**config.mk**
```make
export PLATFORM = sky130hd
export DESIGN_NAME = simd_alu
export DESIGN_NICKNAME = d
export VERILOG_FILES = /design/src/rtl/simd_alu_pkg.sv /design/src/rtl/simd_lane_adder.sv /design/src/rtl/simd_width_conv.sv /design/src/rtl/simd_alu.sv
export SDC_FILE = /design/constraint.sdc
export NUM_CORES = 1
export LEC_CHECK = 0
export BUFFER_PORTS_ARGS = -buffer_cell sky130_fd_sc_hd__clkbuf_2
export CAP_MARGIN = 5
export CORE_MARGIN = 5
export CORE_UTILIZATION = 40
export CTS_CLUSTER_DIAMETER = 30
export CTS_CLUSTER_SIZE = 40
export DETAILED_ROUTE_END_ITERATION = 7
export PLACE_DENSITY = 0.69
export RECOVER_POWER = 100
export SYNTH_ARGS = -nofsm -noshare
export SYNTH_HDL_FRONTEND = slang
export SYNTH_SLANG_ARGS = --single-unit
```
**constraint.sdc**
```tcl
create_clock -name clk -period 2.6 [get_ports clk]
set_clock_uncertainty 0.15 [all_clocks]
set_input_delay 0.39 -clock clk [delete_from_list [all_inputs] [get_ports clk]]
set_output_delay 0.39 -clock clk [all_outputs]
set_load 0.005 [all_outputs]
```
**src/rtl/simd_alu_pkg.sv**
```systemverilog
package simd_alu_pkg;
  localparam int WORD_W   = 32;
  localparam int DATA_W   = 2 * WORD_W;
  localparam int NUM_BYTE = DATA_W / 8;

  localparam logic [1:0] SZ_BYTE  = 2'b00;
  localparam logic [1:0] SZ_SHORT = 2'b01;
  localparam logic [1:0] SZ_WORD  = 2'b10;
  localparam logic [1:0] SZ_LONG  = 2'b11;

  typedef enum logic [2:0] {
    OPC_ADD    = 3'b000,
    OPC_SUB    = 3'b001,
    OPC_ADDSUB = 3'b010,
    OPC_WIDEN  = 3'b011,
    OPC_NARROW = 3'b100
  } alu_opc_e;

  typedef struct packed {
    logic [DATA_W-1:0]   res0;
    logic [DATA_W-1:0]   res1;
    logic [NUM_BYTE-1:0] ovf0;
    logic [NUM_BYTE-1:0] ovf1;
  } alu_out_t;
endpackage

```
**src/rtl/simd_lane_adder.sv**
```systemverilog
module simd_lane_adder #(
  parameter int NB = 8
) (
  input  logic [NB*8-1:0] a,
  input  logic [NB*8-1:0] b,
  input  logic [1:0]      size,
  input  logic            sgn,
  input  logic            sub,
  output logic [NB*8-1:0] sum,
  output logic [NB-1:0]   ovf
);
  logic [NB-1:0] raw;

  always_comb begin
    logic       c;
    logic [8:0] t;
    logic [7:0] bo;
    c   = 1'b0;
    sum = '0;
    raw = '0;
    for (int k = 0; k < NB; k++) begin
      if ((k & ((1 << size) - 1)) == 0) c = sub;
      bo = sub ? ~b[k*8 +: 8] : b[k*8 +: 8];
      t  = {1'b0, a[k*8 +: 8]} + {1'b0, bo} + {8'd0, c};
      sum[k*8 +: 8] = t[7:0];
      if (sgn) raw[k] = (a[k*8+7] == bo[7]) && (t[7] != a[k*8+7]);
      else     raw[k] = sub ? ~t[8] : t[8];
      c = t[8];
    end
  end

  always_comb begin
    ovf = '0;
    for (int i = 0; i < NB; i++)
      if (i < (NB >> size)) ovf[i] = raw[((i + 1) << size) - 1];
  end
endmodule

```
**src/rtl/simd_width_conv.sv**
```systemverilog
module simd_width_conv
  import simd_alu_pkg::*;
(
  input  logic [DATA_W-1:0]   a,
  input  logic [1:0]          size,
  input  logic                sgn,
  input  logic                narrow,
  output logic [DATA_W-1:0]   res,
  output logic [NUM_BYTE-1:0] flg
);
  logic [DATA_W-1:0]   wide_v [4];
  logic [DATA_W-1:0]   nar_v  [4];
  logic [NUM_BYTE-1:0] nar_f  [4];

  for (genvar s = 0; s < 3; s++) begin : g_wid
    localparam int W = 8 << s;
    localparam int N = WORD_W / W;
    for (genvar j = 0; j < N; j++) begin : g_l
      assign wide_v[s][j*2*W +: 2*W] = {{W{sgn & a[j*W+W-1]}}, a[j*W +: W]};
    end
  end
  assign wide_v[3] = a;

  assign nar_v[0] = a;
  assign nar_f[0] = '0;
  for (genvar s = 1; s < 4; s++) begin : g_nar
    localparam int W = 8 << s;
    localparam int H = W / 2;
    localparam int N = DATA_W / W;
    for (genvar j = 0; j < N; j++) begin : g_l
      logic [W-1:0] src;
      logic         fit;
      logic [H-1:0] satv;
      assign src  = a[j*W +: W];
      assign fit  = sgn ? ((src[W-1:H-1] == '0) || (src[W-1:H-1] == '1))
                        : (src[W-1:H] == '0);
      assign satv = sgn ? (src[W-1] ? {1'b1, {(H-1){1'b0}}} : {1'b0, {(H-1){1'b1}}})
                        : {H{1'b1}};
      assign nar_v[s][j*H +: H] = fit ? src[H-1:0] : satv;
      assign nar_f[s][j]        = ~fit;
    end
    assign nar_v[s][DATA_W-1:WORD_W] = '0;
    assign nar_f[s][NUM_BYTE-1:N]    = '0;
  end

  assign res = narrow ? nar_v[size] : wide_v[size];
  assign flg = narrow ? nar_f[size] : '0;
endmodule

```
**src/rtl/simd_alu.sv**
```systemverilog
module simd_alu
  import simd_alu_pkg::*;
(
  input  logic                clk,
  input  logic                rst_n,
  input  logic                in_valid,
  output logic                in_ready,
  input  logic [2:0]          in_op,
  input  logic [1:0]          in_size,
  input  logic                in_signed,
  input  logic [DATA_W-1:0]   in_a,
  input  logic [DATA_W-1:0]   in_b,
  output logic                out_valid,
  input  logic                out_ready,
  output logic [DATA_W-1:0]   out_res0,
  output logic [DATA_W-1:0]   out_res1,
  output logic [NUM_BYTE-1:0] out_ovf0,
  output logic [NUM_BYTE-1:0] out_ovf1
);
  logic [DATA_W-1:0]   lane_sum [2];
  logic [NUM_BYTE-1:0] lane_ovf [2];
  logic [DATA_W-1:0]   conv_res;
  logic [NUM_BYTE-1:0] conv_flg;
  alu_out_t            nxt, held;
  logic                accept;

  for (genvar u = 0; u < 2; u++) begin : g_arith
    simd_lane_adder #(.NB(NUM_BYTE)) u_add (
      .a(in_a), .b(in_b), .size(in_size), .sgn(in_signed),
      .sub(u == 1), .sum(lane_sum[u]), .ovf(lane_ovf[u])
    );
  end

  simd_width_conv u_conv (
    .a(in_a), .size(in_size), .sgn(in_signed),
    .narrow(in_op == OPC_NARROW), .res(conv_res), .flg(conv_flg)
  );

  always_comb begin
    nxt = '0;
    case (in_op)
      OPC_ADD:    begin nxt.res0 = lane_sum[0]; nxt.ovf0 = lane_ovf[0]; end
      OPC_SUB:    begin nxt.res0 = lane_sum[1]; nxt.ovf0 = lane_ovf[1]; end
      OPC_ADDSUB: begin
        nxt.res0 = lane_sum[0]; nxt.ovf0 = lane_ovf[0];
        nxt.res1 = lane_sum[1]; nxt.ovf1 = lane_ovf[1];
      end
      OPC_WIDEN, OPC_NARROW: begin nxt.res0 = conv_res; nxt.ovf0 = conv_flg; end
      default: nxt = '0;
    endcase
  end

  assign in_ready = ~out_valid | out_ready;
  assign accept   = in_valid & in_ready;

  always_ff @(posedge clk or negedge rst_n) begin
    if (!rst_n) begin
      out_valid <= 1'b0;
      held      <= '0;
    end else if (accept) begin
      out_valid <= 1'b1;
      held      <= nxt;
    end else if (out_ready) begin
      out_valid <= 1'b0;
    end
  end

  assign out_res0 = held.res0;
  assign out_res1 = held.res1;
  assign out_ovf0 = held.ovf0;
  assign out_ovf1 = held.ovf1;

  p_latency_r10: assert property (@(posedge clk) disable iff (!rst_n)
    in_valid && in_ready |=> out_valid);

  p_stall_hold_r11: assert property (@(posedge clk) disable iff (!rst_n)
    out_valid && !out_ready |=> out_valid && $stable(out_res0) && $stable(out_res1)
                                && $stable(out_ovf0) && $stable(out_ovf1));

  p_drain_r11: assert property (@(posedge clk) disable iff (!rst_n)
    out_valid && out_ready && !in_valid |=> !out_valid);

  p_single_result_r6: assert property (@(posedge clk) disable iff (!rst_n)
    in_valid && in_ready && in_op != OPC_ADDSUB |=> out_res1 == '0 && out_ovf1 == '0);

  p_long_flags_r4: assert property (@(posedge clk) disable iff (!rst_n)
    in_valid && in_ready && in_size == SZ_LONG |=> out_ovf0[NUM_BYTE-1:1] == '0);

  p_reserved_r9: assert property (@(posedge clk) disable iff (!rst_n)
    in_valid && in_ready && in_op[2] && (in_op[1:0] != 2'b00) |=> out_res0 == '0 && out_ovf0 == '0);
endmodule

```
Word level (Yosys, flattened, before mapping)
Index checks and enable logic that the tools add are counted.
{ "op_classes": {"n_eq_ne": 43, "bitwise": 31, "n_addsub": 39, "multipliers": 0, "n_shift": 9, "n_lt_le_gt_ge": 17, "n_reduce_logical": 48, "muxes": 139, "div": 0} }
{ "op_table": {"columns": ["op", "count"], "rows": [
  ["$mux 64", 6],
  ["$bmux 64 s2", 2],
  ["$logic_not 32->1", 8],
  ["$lt 32x5->1 const B", 8],
  ["$sub 32x2->32 const B", 8],
  ["$pmux 64 s3", 1],
  ["$add 8x8->9", 16],
  ["$lt 4x32->1 const A", 4],
  ["$mux 8", 16],
  ["$shl 3x2->32 const A", 4],
  ["$add 9x1->9", 14],
  ["$mux 16", 6],
  ["$mux 32", 3],
  ["$mux 1", 87],
  ["$lt 3x32->1 const A", 2],
  ["$not 8->8", 8],
  ["$shl 2x2->32 const A", 2],
  ["$bmux 1 s3", 16],
  ["$eq 9x9->1 const B", 4],
  ["$logic_not 9->1", 4],
  ["$eq 17x17->1 const B", 2],
  ["$logic_not 17->1", 2],
  ["$eq 33x33->1 const B", 1],
  ["$logic_not 33->1", 1],
  ["25 further kinds", 101]
]} }
{ "word_totals": {"mem_bits_rw": 0, "latch_bits": 0, "in_bits": 138, "regBits": 145, "wordCells": 331, "memories": 0, "romBits": 0, "output_inout_bits": 146} }

Logic depth before layout (Yosys ltp)
{ "logic_depth": {"ltp_word": 25, "depth_mapped": 59} }

By module
From an unflattened synthesis, not the netlist that was laid out.
{ "unflattened": {"hier_cells": 2303, "area_unflattened_um2": 18252.5} }
{ "by_module_without_submodules": {"columns": ["mod", "instances", "area_per_inst_um2", "seq_area_each_um2", "cells_per_inst"], "rows": [
  ["simd_alu", 1, 7420.9, 3628.5, 819],
  ["simd_lane_adder at g_arith[1].u_add", 1, 3991.3, 0.0, 503],
  ["simd_lane_adder at g_arith[0].u_add", 1, 3990.1, 0.0, 506],
  ["simd_width_conv", 1, 2850.2, 0.0, 475]
]} }

Worst setup path before layout
No wires, ideal clock.
{ "synth_timing": {"kind": "in2reg", "from": "in in_size[1]", "to": "reg held, in the netlist out_ovf0[6]", "setup_slack_ns": -11.706, "setup_time_ns": 0.090, "t_arrival_ns": 14.066, "stages": 55, "required_ns": 2.360, "cell_sequence": "clkbuf_1 > inv_1 > buf_1 > clkbuf_1 > ha_1 > clkinv_1 > clkbuf_1 > nand3_1 > fa_1 > fa_1 > a211oi_1 > o21bai_1 > a311o_1 > fa_1 > fa_1 > a21oi_1 > o22ai_1 > o41a_1 > [19 not listed] > nor2_1 > nand2_1 > fa_1 > fa_1 > a21oi_1 > o2111ai_1 > a21o_1 > a211oi_1 > fa_1 > fa_1 > nand2b_1 > a21oi_1 > o21ba_2 > o32ai_1 > nand2b_1 > nand2_1 > mux4_2 > o2111ai_1"} }
{ "synth_between": {"elab_chain_len": 25} }
{ "synth_lines": {"columns": ["element", "line_no", "source"], "rows": [
  ["start: declaration", "simd_alu.sv:9", "input logic [1:0] in_size,"],
  ["$shl 1x2->32", "simd_lane_adder.sv:22", "if ((k & ((1 << size) - 1)) == 0) c = sub;"],
  ["$sub 32x2->32", "simd_lane_adder.sv:22", null],
  ["$logic_not 32->1", "simd_lane_adder.sv:22", null],
  ["$mux 1", "simd_lane_adder.sv:22", null],
  ["$add 9x1->9", "simd_lane_adder.sv:24", "t = {1'b0, a[k*8 +: 8]} + {1'b0, bo} + {8'd0, c};"],
  ["$mux 1", "simd_lane_adder.sv:22", null],
  ["$add 9x1->9", "simd_lane_adder.sv:24", null],
  ["$mux 1", "simd_lane_adder.sv:22", null],
  ["[8 not listed]", null, null],
  ["$add 9x1->9", "simd_lane_adder.sv:24", null],
  ["$ne 1x1->1", "simd_lane_adder.sv:26", "if (sgn) raw[k] = (a[k*8+7] == bo[7]) && (t[7] != a[k*8+7]);"],
  ["$logic_and 1x1->1", "simd_lane_adder.sv:26", null],
  ["$mux 1", "simd_lane_adder.sv:26", null],
  ["$bmux 1 s3", "simd_lane_adder.sv:35", "if (i < (NB >> size)) ovf[i] = raw[((i + 1) << size) - 1];"],
  ["$mux 1 (not written as such) (2 in a row)", "simd_lane_adder.sv:35", null],
  ["$mux 1", "simd_lane_adder.sv:35", null],
  ["$pmux 8 s3 *", "simd_alu.sv:41", "case (in_op)"],
  ["end signal: assignment", "simd_alu.sv:62", "held <= nxt;"],
  ["end: declaration", "simd_alu.sv:24", "alu_out_t nxt, held;"]
]} }
Every way passes the cells marked *; elsewhere a longest branch is shown, timed or not. The select of a mux whose other input is x is not followed.
A chain may end at the register's enable or synchronous reset.

Worst setup path after layout
{ "layout_timing": {"from": "in in_a[0]", "to": "reg held, in the netlist out_ovf0[0]"} }
{ "layout_between": {"elab_chain_len": 24} }
{ "layout_lines": {"columns": ["element", "line_no", "source"], "rows": [
  ["start: declaration", "simd_alu.sv:11", "input logic [DATA_W-1:0] in_a,"],
  ["$add 8x8->9", "simd_lane_adder.sv:24", null],
  ["$add 9x1->9", "simd_lane_adder.sv:24", null],
  ["$mux 1", "simd_lane_adder.sv:22", null],
  ["$add 9x1->9", "simd_lane_adder.sv:24", null],
  ["$mux 1", "simd_lane_adder.sv:22", null],
  ["$add 9x1->9", "simd_lane_adder.sv:24", null],
  ["$mux 1", "simd_lane_adder.sv:22", null],
  ["$add 9x1->9", "simd_lane_adder.sv:24", null],
  ["[7 not listed]", null, null],
  ["$add 9x1->9", "simd_lane_adder.sv:24", null],
  ["$ne 1x1->1", "simd_lane_adder.sv:26", null],
  ["$logic_and 1x1->1", "simd_lane_adder.sv:26", null],
  ["$mux 1", "simd_lane_adder.sv:26", null],
  ["$bmux 1 s3", "simd_lane_adder.sv:35", null],
  ["$mux 1 (not written as such) (2 in a row)", "simd_lane_adder.sv:35", null],
  ["$mux 1", "simd_lane_adder.sv:35", null],
  ["$pmux 8 s3 *", "simd_alu.sv:41", null]
]} }
Marks and branches as above.

==> flow_summary.toml <==
[clock_network]
root_buffer = "clkbuf_16"
cts_buffers = 17
clockBufferDepth = 2
clock_latency_ns = 0.47
clock_sinks = 145
cts_tree = "done"
clkTransAtPathRegs_ns = 0.07
htree_levels = 4

[placed_design]
gp_congestion = 1.01
dpl.hpwl_um = 56500
port_buffers = 283

[logic_synthesis]
yosysTopAreaCell = "dfrtp_1"
synth_area_per_cell_um2 = 7.73
yosys_most_used_dff = "dfrtp_1"
ys_ff_latch = 145
syn_inst = 2026
syn_area_um2 = 15700
syn_nets = 2316
netlist.area_leader.share_pct = 23.2
yosys-top-cells-area = "dfrtp_1, ha_1, o21ai_0"
synth_enable_flop_cells = 0
ys_async_sr_fraction_pct = 100
yosysUniqueCellTypes = 81
ys_warn_count = 0
yosysSeqAreaShare_pct = 23.2

[floorplan]
dieArea_um2 = 43200
dieHeight_um = 208
coreArea_um2 = 38700
die_width_um = 208
start_util_pct = 40.4
rows = 72
io-pin-count = 284

[routing]
drt-met1-wl_um = 30700
wl_met2_um = 33900
drc = 0
via_per_inst = 6.03
dr.pass1.iters = 6
drtIter0Drc = 1900
maxUsedRoutingLayer = "met5"
vias = 20311
routed_wl_um = 74500
routedWlPerCell_um = 22.1
met3_length_um = 6740
postRouteAntennaNets = 0

[job]
drv_cap = 0

[setup_path]
critical_path.startpoint_type = "primary input"
reg2reg_to = "out_ovf0[4]"
critPathMaxFanout = 3
max_stage_delay_ns = 0.51
worst-r2r-setup-slack_ns = 0.04
slowest_stage = "or4_1"
path_common_cell = "fa_2"
r2r-start = "out_valid"
critPathBufInv = 3
cp_top_family = "adder cells"
cp.required_ns = 2.84
critical_path_arrival_ns = 13.37
endpoint_kind = "flop"
startpoint = "in_a[0]"
r2r_cells = 6
critPathKind = "primary input to flop"

[grt]
antenna_found_initial = 1
grt_use_total_pct = 32.4
overflow = 0
grt_first_pass_wirelength_um = 113000
grt_max_degree = 71
grt_pass1_vias = 20053

[final_layout]
synthToLayoutAreaGrowth_pct = 55.6
layout-drive-gt1-share_pct = 40.4
antenna-diode-count = 0
nNetsFinal = 3126

[min_path]
hp-class = "primary input to flop"
hold_depth = 2
whs_endpoint = "out_valid"
min_from = "in_valid"

[sta]
setup_ws_ns = -10.53
slew_violations = 0
fmax_mhz = 76.2
fin_tns_setup_ns = -747.47
relSlewSlack_pct = 29.9
finalSetupViolations = 129
rsz0062_at_grt = "yes"
post-route-period-util_pct = 505
whs_ns = 0.0237
worst_pin_slew_ns = 1.05
period_minus_slack_ns = 13.13
hold_violations = 0

[run_status]
status = "finished, violations left"
violations = "negative setup slack"

[pwr]
power_density_nw_per_um2 = 427
vdd.ir_drop.worst_uv = 483
finalPower_w = 0.0104
power.static_leakage_nw = 11.5
cell families (layout without fill, tap and decap cells):
family | Yosys count | count (layout) | share of synthesized area (%)
AOI/OAI and AO/OA | 770 | 770 | 33.7
xor gates and xnor gates | 45 | 45 | 2.52
adders and majority gates | 152 | 152 | 13.6
buffers and inverters | 282 | 1105 | 6.83
DFF | 145 | 145 | 23.2
muxes | 21 | 21 | 1.53
and+or+nand+nor | 611 | 611 | 18.7
timing repair:
action | CTS | global route
gates cloned | 0 | 1
setup buffers | 13 | 47
pin swaps | 50 | 163
setup endpoints to repair | 135 | 135
endpoints found under the hold margin | 33 | 0
gates resized for setup | 79 | 228
hold buffers | 1 | 0
sequential cells by signal, summed over array words and instances (netlist names):
| signal | count |
|---|---|
| out_res0 | 64 |
| out_res1 | 64 |
| out_ovf0 | 8 |
| out_ovf1 | 8 |
| out_valid | 1 |
synth_stat cells (21+ instances only):
library cell,instances
ha_1,122
fa_1,30
a21oi_1,155
nor2b_1,27
nor2_1,166
a221o_1,30
a22o_1,32
nand2b_1,40
o22ai_1,42
dfrtp_1,145
inv_1,136
nor3_1,52
nand3_1,29
o21ai_0,177
a221oi_1,34
clkbuf_1,117
xnor2_1,35
a211oi_1,25
nand2_1,179
nand4_1,21
worst register-to-register path, cell delays in order (launching register included):
cell,delay (ns)
dfrtp_1,0.38
nand2b_1,0.12
clkbuf_1,0.17
nand2_1,0.42
clkbuf_4,0.67
a32oi_1,0.38
o211ai_1,0.13
metal layers:
metal | GRT usage [%] | vias up
li1 | - | 9136
met5 | 0 | -
met1 | 43.0 | 9882
met4 | 12.1 | 2
met3 | 6.63 | 214
met2 | 52.3 | 1077
power by group:
part	switching [W]	total (W)	internal, W
logic	0.00264	0.00508	0.00243
clock network	0.00114	0.00266	0.00152
registers	0.000186	0.00268	0.00249
total	0.00397	0.0104	0.00645
area by class of cell:
cell class	count	area (um2)
clock buffers	18	429
clock inverters	14	179
fillers	3415	14400
inverters	137	528
multi-input cells	1599	12400
flip-flops and latches	145	3630
well taps	518	648
repair buffers	936	6550
cells in the final DEF (no fill, tap or decap), drive strengths merged, types with 21 or more instances in the layout:
cell and instances:
buf 652, clkbuf 301, o21ai 184, nand2 179, nor2 166, a21oi 155
dfrtp 145, inv 140, ha 122, nor3 53, o22ai 42, nand2b 40
xnor2 35, a221oi 35, a22o 32, a221o 30, fa 30, nand3 29
nor2b 27, a211oi 26, nand4 21
metrics by stage:
stage	std cells	area [um2]	setup slack [ns]	utilization (%)
after floorplan	2026	16000	-10.39	-
after global placement	3281	22200	-11.14	57.3
after detailed placement	3281	22200	-11.45	57.3
after CTS	3327	23300	-10.35	60.1
after global routing	3367	24400	-10.93	62.9
final	3367	24400	-10.53	62.9
worst max-delay path by stage:
stage                       end  slack, ns  cells past startpoint
detailed placement  out_ovf0[0]     -11.45                     59
floorplan           out_ovf0[6]     -10.39                     55
CTS                 out_ovf0[4]     -10.35                     56
global route        out_ovf0[4]     -10.93                     56
global placement    out_ovf0[0]     -11.14                     59
finish              out_ovf0[0]     -10.53                     60
No activity file was read; power rests on OpenSTA's default activity.
